$ cat src/rtl/gpio_chg_pkg.sv
package gpio_chg_pkg;

  // value a port compares against its snapshot
  function automatic logic sel_src(logic use_deb, logic raw, logic deb);
    return use_deb ? deb : raw;
  endfunction

  // a port counts as changed only when it is an input and differs
  function automatic logic is_delta(logic is_in, logic cur, logic snap);
    return is_in & (cur ^ snap);
  endfunction

endpackage

$ cat src/rtl/gpio_chg_lane.sv
module gpio_chg_lane
  import gpio_chg_pkg::*;
(
  input  logic clk,
  input  logic rst_n,
  input  logic hw_rst,
  input  logic raw,
  input  logic deb,
  input  logic use_deb,
  input  logic is_in,
  input  logic int_en,
  input  logic rd_hit,
  input  logic hold,
  input  logic txn_end,
  output logic tflag,
  output logic imm_ev,
  output logic rel_ev
);

  logic snap;
  logic pend;
  logic cur;
  logic delta;
  logic first_ev;

  assign cur      = sel_src(use_deb, raw, deb);
  assign delta    = is_delta(is_in, cur, snap);
  assign first_ev = delta & ~tflag & ~rd_hit & ~hw_rst & int_en;
  assign imm_ev   = first_ev & ~hold;
  assign rel_ev   = pend & ~rd_hit;

  always_ff @(posedge clk) begin
    if (!rst_n) begin
      snap  <= 1'b0;
      tflag <= 1'b0;
      pend  <= 1'b0;
    end else begin
      if (hw_rst || rd_hit) begin
        snap  <= cur;
        tflag <= 1'b0;
      end else begin
        tflag <= tflag | delta;
      end
      if (hw_rst || rd_hit || txn_end)
        pend <= 1'b0;
      else if (hold && first_ev)
        pend <= 1'b1;
    end
  end

endmodule

$ cat src/rtl/gpio_chg_ctl.sv
module gpio_chg_ctl #(
  parameter int NPORT = 9
) (
  input  logic             clk,
  input  logic             rst_n,
  input  logic             hw_rst,
  input  logic             rd_stat,
  input  logic             bus_start,
  input  logic             bus_stop,
  input  logic [NPORT-1:0] imm_ev,
  input  logic [NPORT-1:0] rel_ev,
  output logic             hold,
  output logic             txn_end,
  output logic             fire,
  output logic             irq
);

  logic in_txn;

  assign hold    = (in_txn | bus_start) & ~bus_stop;
  assign txn_end = bus_stop;
  assign fire    = ~hw_rst & ((|imm_ev) | (bus_stop & in_txn & (|rel_ev)));

  always_ff @(posedge clk) begin
    if (!rst_n) begin
      in_txn <= 1'b0;
      irq    <= 1'b0;
    end else begin
      if (hw_rst || bus_stop)
        in_txn <= 1'b0;
      else if (bus_start)
        in_txn <= 1'b1;
      irq <= (irq & ~rd_stat) | fire;
    end
  end

endmodule

$ cat src/rtl/gpio_chg_irq.sv
module gpio_chg_irq #(
  parameter int NPORT = 9,
  parameter int IDXW  = (NPORT > 1) ? $clog2(NPORT) : 1
) (
  input  logic             clk,
  input  logic             rst_n,
  input  logic             hw_rst,
  input  logic [NPORT-1:0] pin_in,
  input  logic [NPORT-1:0] deb_in,
  input  logic [NPORT-1:0] deb_en,
  input  logic [NPORT-1:0] dir_in,
  input  logic [NPORT-1:0] int_en,
  input  logic             rd_port,
  input  logic [IDXW-1:0]  rd_idx,
  input  logic             rd_stat,
  input  logic             bus_start,
  input  logic             bus_stop,
  output logic             irq,
  output logic             stat_irq,
  output logic             glob_trans,
  output logic [NPORT-1:0] trans_flags
);

  logic [NPORT-1:0] rd_hit;
  logic [NPORT-1:0] imm_ev;
  logic [NPORT-1:0] rel_ev;
  logic             hold_w;
  logic             txn_end_w;
  logic             fire_w;

  for (genvar g = 0; g < NPORT; g++) begin : g_lane
    assign rd_hit[g] = rd_port && (rd_idx == IDXW'(g));
    gpio_chg_lane u_lane (
      .clk     (clk),
      .rst_n   (rst_n),
      .hw_rst  (hw_rst),
      .raw     (pin_in[g]),
      .deb     (deb_in[g]),
      .use_deb (deb_en[g]),
      .is_in   (dir_in[g]),
      .int_en  (int_en[g]),
      .rd_hit  (rd_hit[g]),
      .hold    (hold_w),
      .txn_end (txn_end_w),
      .tflag   (trans_flags[g]),
      .imm_ev  (imm_ev[g]),
      .rel_ev  (rel_ev[g])
    );
  end

  gpio_chg_ctl #(.NPORT(NPORT)) u_ctl (
    .clk       (clk),
    .rst_n     (rst_n),
    .hw_rst    (hw_rst),
    .rd_stat   (rd_stat),
    .bus_start (bus_start),
    .bus_stop  (bus_stop),
    .imm_ev    (imm_ev),
    .rel_ev    (rel_ev),
    .hold      (hold_w),
    .txn_end   (txn_end_w),
    .fire      (fire_w),
    .irq       (irq)
  );

  assign stat_irq   = irq;
  assign glob_trans = |trans_flags;

endmodule

$ cat config.mk
export PLATFORM = sky130hd
export DESIGN_NAME = gpio_chg_irq
export DESIGN_NICKNAME = d
export VERILOG_FILES = /design/src/rtl/gpio_chg_pkg.sv /design/src/rtl/gpio_chg_lane.sv /design/src/rtl/gpio_chg_ctl.sv /design/src/rtl/gpio_chg_irq.sv
export SDC_FILE = /design/constraint.sdc
export NUM_CORES = 1
export LEC_CHECK = 0
export ABC_AREA = 1
export BUFFER_PORTS_ARGS = -buffer_cell sky130_fd_sc_hd__buf_2
export CORE_AREA = 2 2 79 81
export DETAILED_ROUTE_END_ITERATION = 16
export DIE_AREA = 0 0 81 83
export HOLD_SLACK_MARGIN = 0.1
export PLACE_DENSITY = 0.63
export SETUP_SLACK_MARGIN = 0.4
export SLEW_MARGIN = 20
export SYNTH_ARGS = -nofsm -noshare
export SYNTH_HDL_FRONTEND = slang
export SYNTH_SLANG_ARGS = --single-unit
$ cat constraint.sdc
create_clock -name clk -period 1.6 [get_ports clk]
set_clock_uncertainty 0.1 [all_clocks]
set_input_delay 0.32 -clock clk [delete_from_list [all_inputs] [get_ports clk]]
set_output_delay 0.32 -clock clk [all_outputs]
set_load 0.01 [all_outputs]
==> results of run 1 <==
==> worst max-delay path by stage <==
stage                                 startpoint          to  slack [ns]  cells past startpoint
after floorplan                          rd_port   u_ctl.irq        0.20                     12
after global placement                 rd_idx[3]   u_ctl.irq        -0.1                     11
after detailed placement               rd_idx[3]   u_ctl.irq        -0.1                     11
after CTS                 g_lane[5].u_lane.tflag  glob_trans       0.002                      3
after global routing      g_lane[5].u_lane.tflag  glob_trans       -0.04                      3
final                     g_lane[5].u_lane.tflag  glob_trans        0.01                      3
==> cells by family (layout without fill, tap and decap cells) <==
kind of cell | count (synthesis) | in the layout
DFF | 29 | 29
and+or+nand+nor | 160 | 160
AOI/OAI and AO/OA | 44 | 44
buffers and inverters | 57 | 145
==> cell type report <==
type,instances,area [sq um],area share
Timing Repair Buffer,93,643,0.227
Tap cell,75,93.8,0.0331
Clock inverter,1,5.00,0.00177
Multi-Input combinational cell,204,1200,0.425
Sequential cell,29,617,0.218
Clock buffer,7,96.3,0.0340
Inverter,44,173,0.0610
==> power groups by stage <==
stage	sequential (mW)	clock, mW	combinational [mW]
6_report	0.778	0.665	0.503
5_1_grt	0.781	0.714	0.559
4_1_cts	0.776	0.682	0.457
3_5_place_dp	0.791	0	0.400
3_3_place_gp	0.791	0	0.394
2_1_floorplan	0.786	0	0.237
==> flip-flops by register name, indices dropped and copies added, names as in the netlist <==
register / cells
u_ctl.irq: 1
u_ctl.in_txn: 1
g_lane.u_lane.tflag: 9
g_lane.u_lane.snap: 9
g_lane.u_lane.pend: 9
==> worst max-delay path: cells and delay by family, from the launching register on <==
kind	cells	cell delay, ns
buffers and inverters	1	0.15
flip-flops	1	0.36
AND/OR/NAND/NOR	2	0.38
==> cells in the final DEF, fill, tap and decap left out, types with 2 or more instances in the layout <==
master    Yosys  final
nor3_1        4      2
nand4_1       4      4
dfxtp_2       0      8
buf_2         0     55
nor2_4        0      6
nand3_2       0     13
and2_1        3      3
inv_1        43     34
nand2_2       3     15
buf_6         0     12
o21ba_2       2      2
clkbuf_8      2      7
dfxtp_4       0      7
nor2_2        4     11
o21a_1        5      5
nor3_2        1      3
a21oi_2       1      7
a21oi_1      14      8
nand2_1      65     53
nor2_1       41     28
inv_2         0      9
nand3_1      31     17
o21ai_2       2      3
a31oi_1       8      7
and2_4        0      2
buf_4        10     24
dfxtp_1      29     14
o21ai_0      12     10
==> stage by stage <==
step           total power [mW]  cell area, sq um  instances  hold slack (ns)
2_1_floorplan              1.02              1850        290            0.292
3_3_place_gp               1.19              2310        437            0.378
3_5_place_dp               1.19              2310        437            0.372
4_1_cts                    1.91              2640        452            0.166
5_1_grt                    2.05              2830        453            0.182
6_report                   1.95              2830        453            0.173
==> per-layer routing <==
layer,GRT usage,vias up,part of all wire
met5,0,-,0
met4,0.0416,0,0.013
met3,0.0304,7,0.054
met2,0.255,50,0.46
met1,0.225,943,0.47
li1,-,1101,-
==> timing repair <==
item | CTS | global route
buffers inserted | 6 | 1
gates resized for setup | 52 | 55
cloned | 1 | 0
setup endpoints to repair | 20 | 21
pin swaps | 24 | 17
==> flow_metrics.tcl, run 1 <==
set metrics [dict create \
    seq_power_share 0.399 \
    regToRegEndpoint "u_ctl.irq" \
    worst_slack_ns 0.0126 \
    ios 68 \
    hold_end "g_lane[5].u_lane.pend" \
    grt-ovfl-total 0 \
    path_class "reg -> out" \
    drtIter0Drc 67 \
    relSlewSlack 0.771 \
    ys_seq_area_frac 0.320 \
    ys.flop_type "dfxtp_1" \
    synthCells 290 \
    finalNetCount 433 \
    detail-route-antenna-nets 0 \
    critPathMaxFanout 2 \
    pwr-share-comb 0.259 \
    antenna_found_initial 0 \
    cellPowerDensity_mw_per_mm2 687 \
    finalHoldViolCount 0 \
    critical_path.endpoint_type "output pin" \
    syn_area_per_cell_sq_um 6.26 \
    critical-path-slowest-cell "dfxtp_4" \
    cts_tree "built" \
    cap_violations 0 \
    grt_util_all_layers 0.162 \
    worst_setup_path_start_kind "flip-flop" \
    synth_mux_area_frac 0 \
    outcome "finished, final reports clean" \
    worst_slew_pin_slew_ns 0.343 \
    initial_core_util 0.312 \
    port_buffers 67 \
    synth_compound_area_frac 0.146 \
    yosysWarnings 0 \
    synth_top_cells_by_count "65 x nand2_1, 43 x inv_1, 41 x nor2_1" \
    worstPathRequired_ns 1.18 \
    leakage_nw 1.37 \
    synth_top_family_by_area "simple AND/OR/NAND/NOR gates" \
    post-place-ws_ns -0.0978 \
    dieArea_sq_mm 0.00672 \
    dieWidth_microns 81 \
    holdPathStages 2 \
    hp-class "in -> reg" \
    synth.largest_area_cell "dfxtp_1" \
    synthAdderAreaFrac 0 \
    wirelength_mm 5.37 \
    synth_seq_cells 29 \
    synthSimpleGateAreaFrac 0.385 \
    reg2reg_slack_ns 0.26 \
    vias 2101 \
    synth-edff-count 0 \
    grt_max_degree 11 \
    antenna_cells 0 \
    row_count 28 \
    yosysMostFrequentCell "nand2_1" \
    core_sq_mm 0.00582 \
    p_sw_uw 567 \
    clock_sinks 29 \
    final_core_util 0.487 \
    critPathMaxStageDelay_ns 0.36 \
    synth_cell_type_count 24 \
    clock.fmax_ghz 0.630 \
    insertion_delay_ns 0.28 \
    arrival_ns 1.17 \
    synthesis.nets 346 \
    finalSetupViolations 0 \
    gp_congestion 0.906 \
    fin_setup_tns_ns 0 \
    die_h_microns 83 \
    grt_pass1_wl_mm 8.61 \
    holdCritStartpoint "bus_stop" \
    p_int_mw 1.38 \
    grt_pass1_vias 1926 \
    worstRegToRegCells 10 \
    async_flop_share 0 \
    synthTopCellsByArea "dfxtp_1 32%, nand2_1 13%, inv_1 8.9%" \
    finalCritPeriodShare 0.992 \
    first_pass_iters 4 \
    drc_errors 0 \
    fin_crit_ns 1.59 \
    cts_hold_buf 0 \
    cp_cell_sequence "nor4_4 -> nand4_1 -> buf_2" \
    drive_gt1_frac 0.508 \
    clkSlewWorstSetupHoldPaths_ns 0.06 \
    cts-root-buf "clkbuf_8" \
    synthToLayoutAreaGrowth_pct 56.1 \
    swShare 0.291 \
    wl_per_cell_microns 11.9 \
    p_clk_frac 0.342 \
    ir_worst_vdd_mv 0.281 \
    synth_xor_area_frac 0 \
    cts_buffers 5 \
    fill_cells 603 \
    syn_area_sq_mm 0.00181 \
    hpwlAfterDp_mm 4.00 \
    slew_viol_final 0 \
    cts_buffer_depth 2 \
    cts_htree_levels 2 \
    grt_setup_unrepaired "yes" \
    via_per_inst 4.64 \
    reg2reg_from "g_lane[5].u_lane.tflag" \
    synth_top_cell_area_share 0.320 \
]
Power figures use the tool's default switching activity.
==> inputs of run 2 (changes only) <==
--- a/config.mk
+++ b/config.mk
@@ -5,11 +5,10 @@
 export SDC_FILE = /design/constraint.sdc
 export NUM_CORES = 1
 export LEC_CHECK = 0
-export ABC_AREA = 1
 export BUFFER_PORTS_ARGS = -buffer_cell sky130_fd_sc_hd__buf_2
-export CORE_AREA = 2 2 79 81
+export CORE_AREA = 2 2 77 79
 export DETAILED_ROUTE_END_ITERATION = 16
-export DIE_AREA = 0 0 81 83
+export DIE_AREA = 0 0 79 81
 export HOLD_SLACK_MARGIN = 0.1
 export PLACE_DENSITY = 0.63
 export SETUP_SLACK_MARGIN = 0.4
==> flow_metrics.tcl, run 2 <==
set metrics [dict create \
    clkSlewWorstSetupHoldPaths_ns 0.06 \
    leakage_nw 1.22 \
    grt_max_degree 12 \
    fin_setup_tns_ns -0.0385 \
    detail-route-antenna-nets 0 \
    cts_hold_buf 0 \
    synth_seq_cells 29 \
    wl_per_cell_microns 14.0 \
    via_per_inst 5.03 \
    dieWidth_microns 79 \
    critPathMaxFanout 3 \
    cts_htree_levels 2 \
    hp-class "in -> reg" \
    grt_pass1_wl_mm 8.58 \
    port_buffers 67 \
    clock.fmax_ghz 0.610 \
    cts_tree "built" \
    fin_crit_ns 1.64 \
    async_flop_share 0 \
    post-place-ws_ns -0.357 \
    ys.flop_type "dfxtp_1" \
    cts-root-buf "clkbuf_8" \
    synth_top_cells_by_count "29 x dfxtp_1, 22 x nor2_1, 19 x nor3_1" \
    largestRegisters "g_lane.u_lane.pend: 9 flops, g_lane.u_lane.snap: 9 flops, g_lane.u_lane.tflag: 9 flops" \
    insertion_delay_ns 0.28 \
    yosysWarnings 0 \
    power_mw 1.91 \
    violations "setup timing" \
    worst_slack_ns -0.0385 \
    worstRegToRegCells 6 \
    synth.largest_area_cell "dfxtp_1" \
    ir_worst_vdd_mv 0.457 \
    worstPathRequired_ns 1.67 \
    synth_cell_type_count 48 \
    cap_violations 0 \
    ys_seq_area_frac 0.340 \
    grt_pass1_vias 1919 \
    mostFrequentLayoutCells "51 x buf_2, 28 x buf_4, 24 x buf_6" \
    gp_congestion 0.833 \
    drtIter0Drc 59 \
    synth_top_cell_area_share 0.340 \
    synthToLayoutAreaGrowth_pct 67.9 \
    regToRegEndpoint "g_lane[8].u_lane.pend" \
    core_sq_mm 0.00568 \
    grt-ovfl-total 0 \
    grt_setup_unrepaired "yes" \
    row_count 28 \
    antenna_cells 0 \
    final_common_cell "buf_2" \
    drc_errors 0 \
    syn_area_per_cell_sq_um 8.42 \
    ios 68 \
    antenna_found_initial 0 \
    worst_setup_path_start_kind "input pin" \
    cts_buffer_depth 2 \
    cellPowerDensity_mw_per_mm2 664 \
    synthTopCellsByArea "dfxtp_1 34%, mux2i_1 7.6%, nor3_1 5.6%" \
    initial_core_util 0.301 \
    synthesis.nets 259 \
    finalNetCount 357 \
    drive_gt1_frac 0.576 \
    finalHoldViolCount 0 \
    path_class "in -> reg" \
    holdCritStartpoint "dir_in[5]" \
    finalSetupViolations 1 \
    grt_util_all_layers 0.173 \
    fill_cells 552 \
    first_pass_iters 4 \
    dieArea_sq_mm 0.00640 \
    final_core_util 0.506 \
    reg2reg_slack_ns 0.03 \
    wirelength_mm 5.29 \
    hpwlAfterDp_mm 3.98 \
    relSlewSlack 0.806 \
    finalCritPeriodShare 1.02 \
    worst_slew_pin_slew_ns 0.283 \
    clock_sinks 29 \
    synthCells 203 \
    yosysMostFrequentCell "dfxtp_1" \
    critical_path.endpoint_type "flip-flop" \
    syn_area_sq_mm 0.00171 \
    outcome "complete, but fails checks" \
    reg2reg_from "g_lane[8].u_lane.snap" \
    synth-edff-count 0 \
    stdcell_count 377 \
    slew_viol_final 0 \
    die_h_microns 81 \
    vias 1897 \
    holdPathStages 3 \
    arrival_ns 1.70 \
    cts_buffers 5 \
    placed_cells 359 \
    hold_end "g_lane[5].u_lane.tflag" \
]
## run 2: changes by cell type after synthesis, moves of 5 or more
cell / before / now
mux2i_1: 0 / 13
nand3_1: 31 / 2
o311a_1: 0 / 5
a21oi_1: 14 / 9
a31oi_1: 8 / 0
nor2_1: 41 / 22
nand2_1: 65 / 12
inv_1: 43 / 9
nor3_1: 4 / 19
## run 2: area by class of cell
type,count,area (sq um),area share
clock buffers,8,80.1,0.0279
inverters,9,38.8,0.0135
multi-input cells,149,1250,0.436
flip-flops and latches,29,611,0.213
well taps,75,93.8,0.0327
repair buffers,107,796,0.277
## run 2: worst max path at each step
stage              start   endpoint  slack, ns  depth (start not counted)
2_1_floorplan  rd_idx[2]  u_ctl.irq      -0.15                          6
3_3_place_gp     rd_port  u_ctl.irq      -0.33                          7
3_5_place_dp     rd_port  u_ctl.irq      -0.36                          7
4_1_cts        rd_idx[1]  u_ctl.irq      -0.02                          7
5_1_grt        rd_idx[1]  u_ctl.irq       -0.1                          8
6_report       rd_idx[1]  u_ctl.irq      -0.04                          7
## run 2: worst max-delay path: stages
cell and delay [ns]:
buf_8 0.09, or3b_4 0.42, nor3b_4 0.23, nand4b_1 0.17, nand4_1 0.11, nor4_1 0.25
o32ai_1 0.10
## run 2: repair_timing
item,in CTS,in global routing
gates resized for setup,59,33
setup endpoints to repair,27,30
pin swaps,22,14
buffers inserted,8,2
## run 2: kinds of logic (layout without fill, tap and decap cells)
family | count (synthesis) | after routing | share of synthesized area
simple gates | 86 | 86 | 0.280
compound gates | 45 | 45 | 0.192
flops | 29 | 29 | 0.340
buf+inv | 25 | 124 | 0.0871
mux | 13 | 13 | 0.0761
xor+xnor | 5 | 5 | 0.0256
## run 2: per-layer routing
layer / global-route usage / up-vias / wire, microns
li1: - / 934 / -
met1: 0.202 / 884 / 2250
met2: 0.313 / 68 / 2620
met3: 0.0311 / 11 / 317
met4: 0.0707 / 0 / 106
met5: 0 / - / 0
## run 2: through the flow
stage          hold slack (ns)  cell area, sq um
2_1_floorplan            0.348              1820
3_3_place_gp             0.355              2350
3_5_place_dp             0.367              2350
4_1_cts                  0.173              2720
5_1_grt                  0.231              2870
6_report                 0.193              2870
## run 2: power by group
group | switching [mW] | internal, mW | total [mW]
Clock | 0.281 | 0.308 | 0.589
Combinational | 0.233 | 0.299 | 0.533
Sequential | 0.0295 | 0.754 | 0.783
Total | 0.544 | 1.36 | 1.91
==> inputs of run 3 (changes only) <==
==> constraint.sdc (replaced) <==
create_clock -name clk -period 1.6 [get_ports clk]
set_clock_uncertainty 0.1 [all_clocks]
set_input_delay 0.32 -clock clk [delete_from_list [all_inputs] [get_ports clk]]
set_output_delay 0.32 -clock clk [all_outputs]
set_load 0.005 [all_outputs]
==> flow_metrics.tcl, run 3 (synthesized netlist as in run 2, its figures left out) <==
set metrics [dict create \
    antenna_found_initial 0 \
    clock_sinks 29 \
    critPathMaxFanout 3 \
    leakage_nw 1.22 \
    core_sq_mm 0.00568 \
    worst_slew_pin_slew_ns 0.283 \
    clock.fmax_ghz 0.608 \
    critical_path.endpoint_type "flip-flop" \
    dieWidth_microns 79 \
    cts_tree "built" \
    final_cell_area_sq_mm 0.00285 \
    timing.hold.ws_ns 0.192 \
    wl_per_cell_microns 14.1 \
    drc_errors 0 \
    wirelength_mm 5.30 \
    via_per_inst 5.05 \
    outcome "complete, but fails checks" \
    cellPowerDensity_mw_per_mm2 664 \
    finalCritPeriodShare 1.03 \
    grt_pass1_wl_mm 8.60 \
    cts_htree_levels 2 \
    port_buffers 67 \
    finalHoldViolCount 0 \
    dpl_cell_area_sq_mm 0.00235 \
    slew_viol_final 0 \
    finalSetupViolations 1 \
    ir_worst_vdd_mv 0.457 \
    finalNetCount 357 \
    worst_slack_ns -0.0437 \
    worstPathRequired_ns 1.66 \
    gp_congestion 0.833 \
    grt_util_all_layers 0.173 \
    detail-route-antenna-nets 0 \
    fin_setup_tns_ns -0.0437 \
    cts_buffer_depth 2 \
    cap_violations 0 \
    vias 1903 \
    antenna_cells 0 \
    ios 68 \
    clkSlewWorstSetupHoldPaths_ns 0.06 \
    path_class "in -> reg" \
    insertion_delay_ns 0.28 \
    fin_crit_ns 1.64 \
    grt_pass1_vias 1921 \
    violations "setup timing" \
    synthToLayoutAreaGrowth_pct 66.8 \
    final_common_cell "buf_2" \
    grt-ovfl-total 0 \
    drive_gt1_frac 0.576 \
    grt_max_degree 12 \
    cts-root-buf "clkbuf_8" \
    placed_cells 359 \
    arrival_ns 1.71 \
    initial_core_util 0.301 \
    hpwlAfterDp_mm 3.98 \
    cts_hold_buf 0 \
    first_pass_iters 4 \
    relSlewSlack 0.806 \
    die_h_microns 81 \
    drtIter0Drc 73 \
    stdcell_count 377 \
    hp-class "in -> reg" \
    cts_buffers 5 \
    critical-path-slowest-cell "or3b_4" \
    dieArea_sq_mm 0.00640 \
    grt_setup_unrepaired "yes" \
    worst_setup_path_start_kind "input pin" \
    critPathMaxStageDelay_ns 0.42 \
    row_count 28 \
    cp_cell_sequence "buf_8 -> or3b_4 -> nor3b_4 -> nand4b_1 -> nand4_1 -> nor4_1 -> o32ai_1" \
    largestRegisters "g_lane.u_lane.pend: 9 flops, g_lane.u_lane.snap: 9 flops, g_lane.u_lane.tflag: 9 flops" \
    mostFrequentLayoutCells "54 x buf_2, 28 x buf_4, 21 x buf_6" \
]
## run 3: cell count changes in the layout (fill, tap and decap cells not counted)
| cell | delta |
|---|---|
| buf_2 | +3 |
| buf_6 | -3 |
## run 3: area by class of cell
class,count,area [sq um]
clock buffer,8,80.1
inverter,9,38.8
multi-input combinational,149,1250
fill,556,2830
timing repair buffer,107,777
tap,75,93.8
sequential,29,611
## run 3: path summary, 6_finish.rpt
path                                       startpoint                endpoint  slack (ns)  depth (start not counted)
worst min register to register  g_lane[5].u_lane.snap   g_lane[5].u_lane.snap        0.41                          2
worst min-delay path                        dir_in[5]  g_lane[5].u_lane.tflag        0.19                          3
worst max register to register  g_lane[8].u_lane.snap   g_lane[8].u_lane.pend        0.03                          6
worst max-delay path                        rd_idx[1]               u_ctl.irq       -0.04                          7
## run 3: worst max-delay path: cells and delay by family
family,cells,cell delay (ns)
AND/OR/NAND/NOR,5,1.18
buffers and inverters,1,0.09
AO/OA/AOI/OAI,1,0.10
## run 3: what timing repair did
action                                  4_1_cts  5_1_grt
endpoints found under the setup margin       27       30
gates resized for setup                      55       34
buffers inserted                              8        2
endpoints found under the hold margin         0        0
pin swaps                                    22       14
## run 3: metrics by stage
stage | utilization | setup slack, ns | total power [mW]
floorplan | - | -0.145 | 1.03
global placement | 0.413 | -0.326 | 1.20
detailed placement | 0.413 | -0.357 | 1.21
CTS | 0.476 | -0.0198 | 1.86
global route | 0.502 | -0.0979 | 2.00
finish | 0.502 | -0.0437 | 1.89
## run 3: power breakdown
part | switching, mW | internal (mW) | leakage [nW]
sequential | 0.0288 | 0.754 | 0.244
combinational | 0.226 | 0.295 | 0.932
clock | 0.280 | 0.308 | 0.0395
## run 3: metal layers
metal / track usage / part of all wire / vias up
met5: 0 / 0 / -
met4: 0.0707 / 0.020 / 0
met3: 0.0311 / 0.058 / 11
met2: 0.313 / 0.49 / 66
met1: 0.203 / 0.43 / 893
li1: - / - / 933
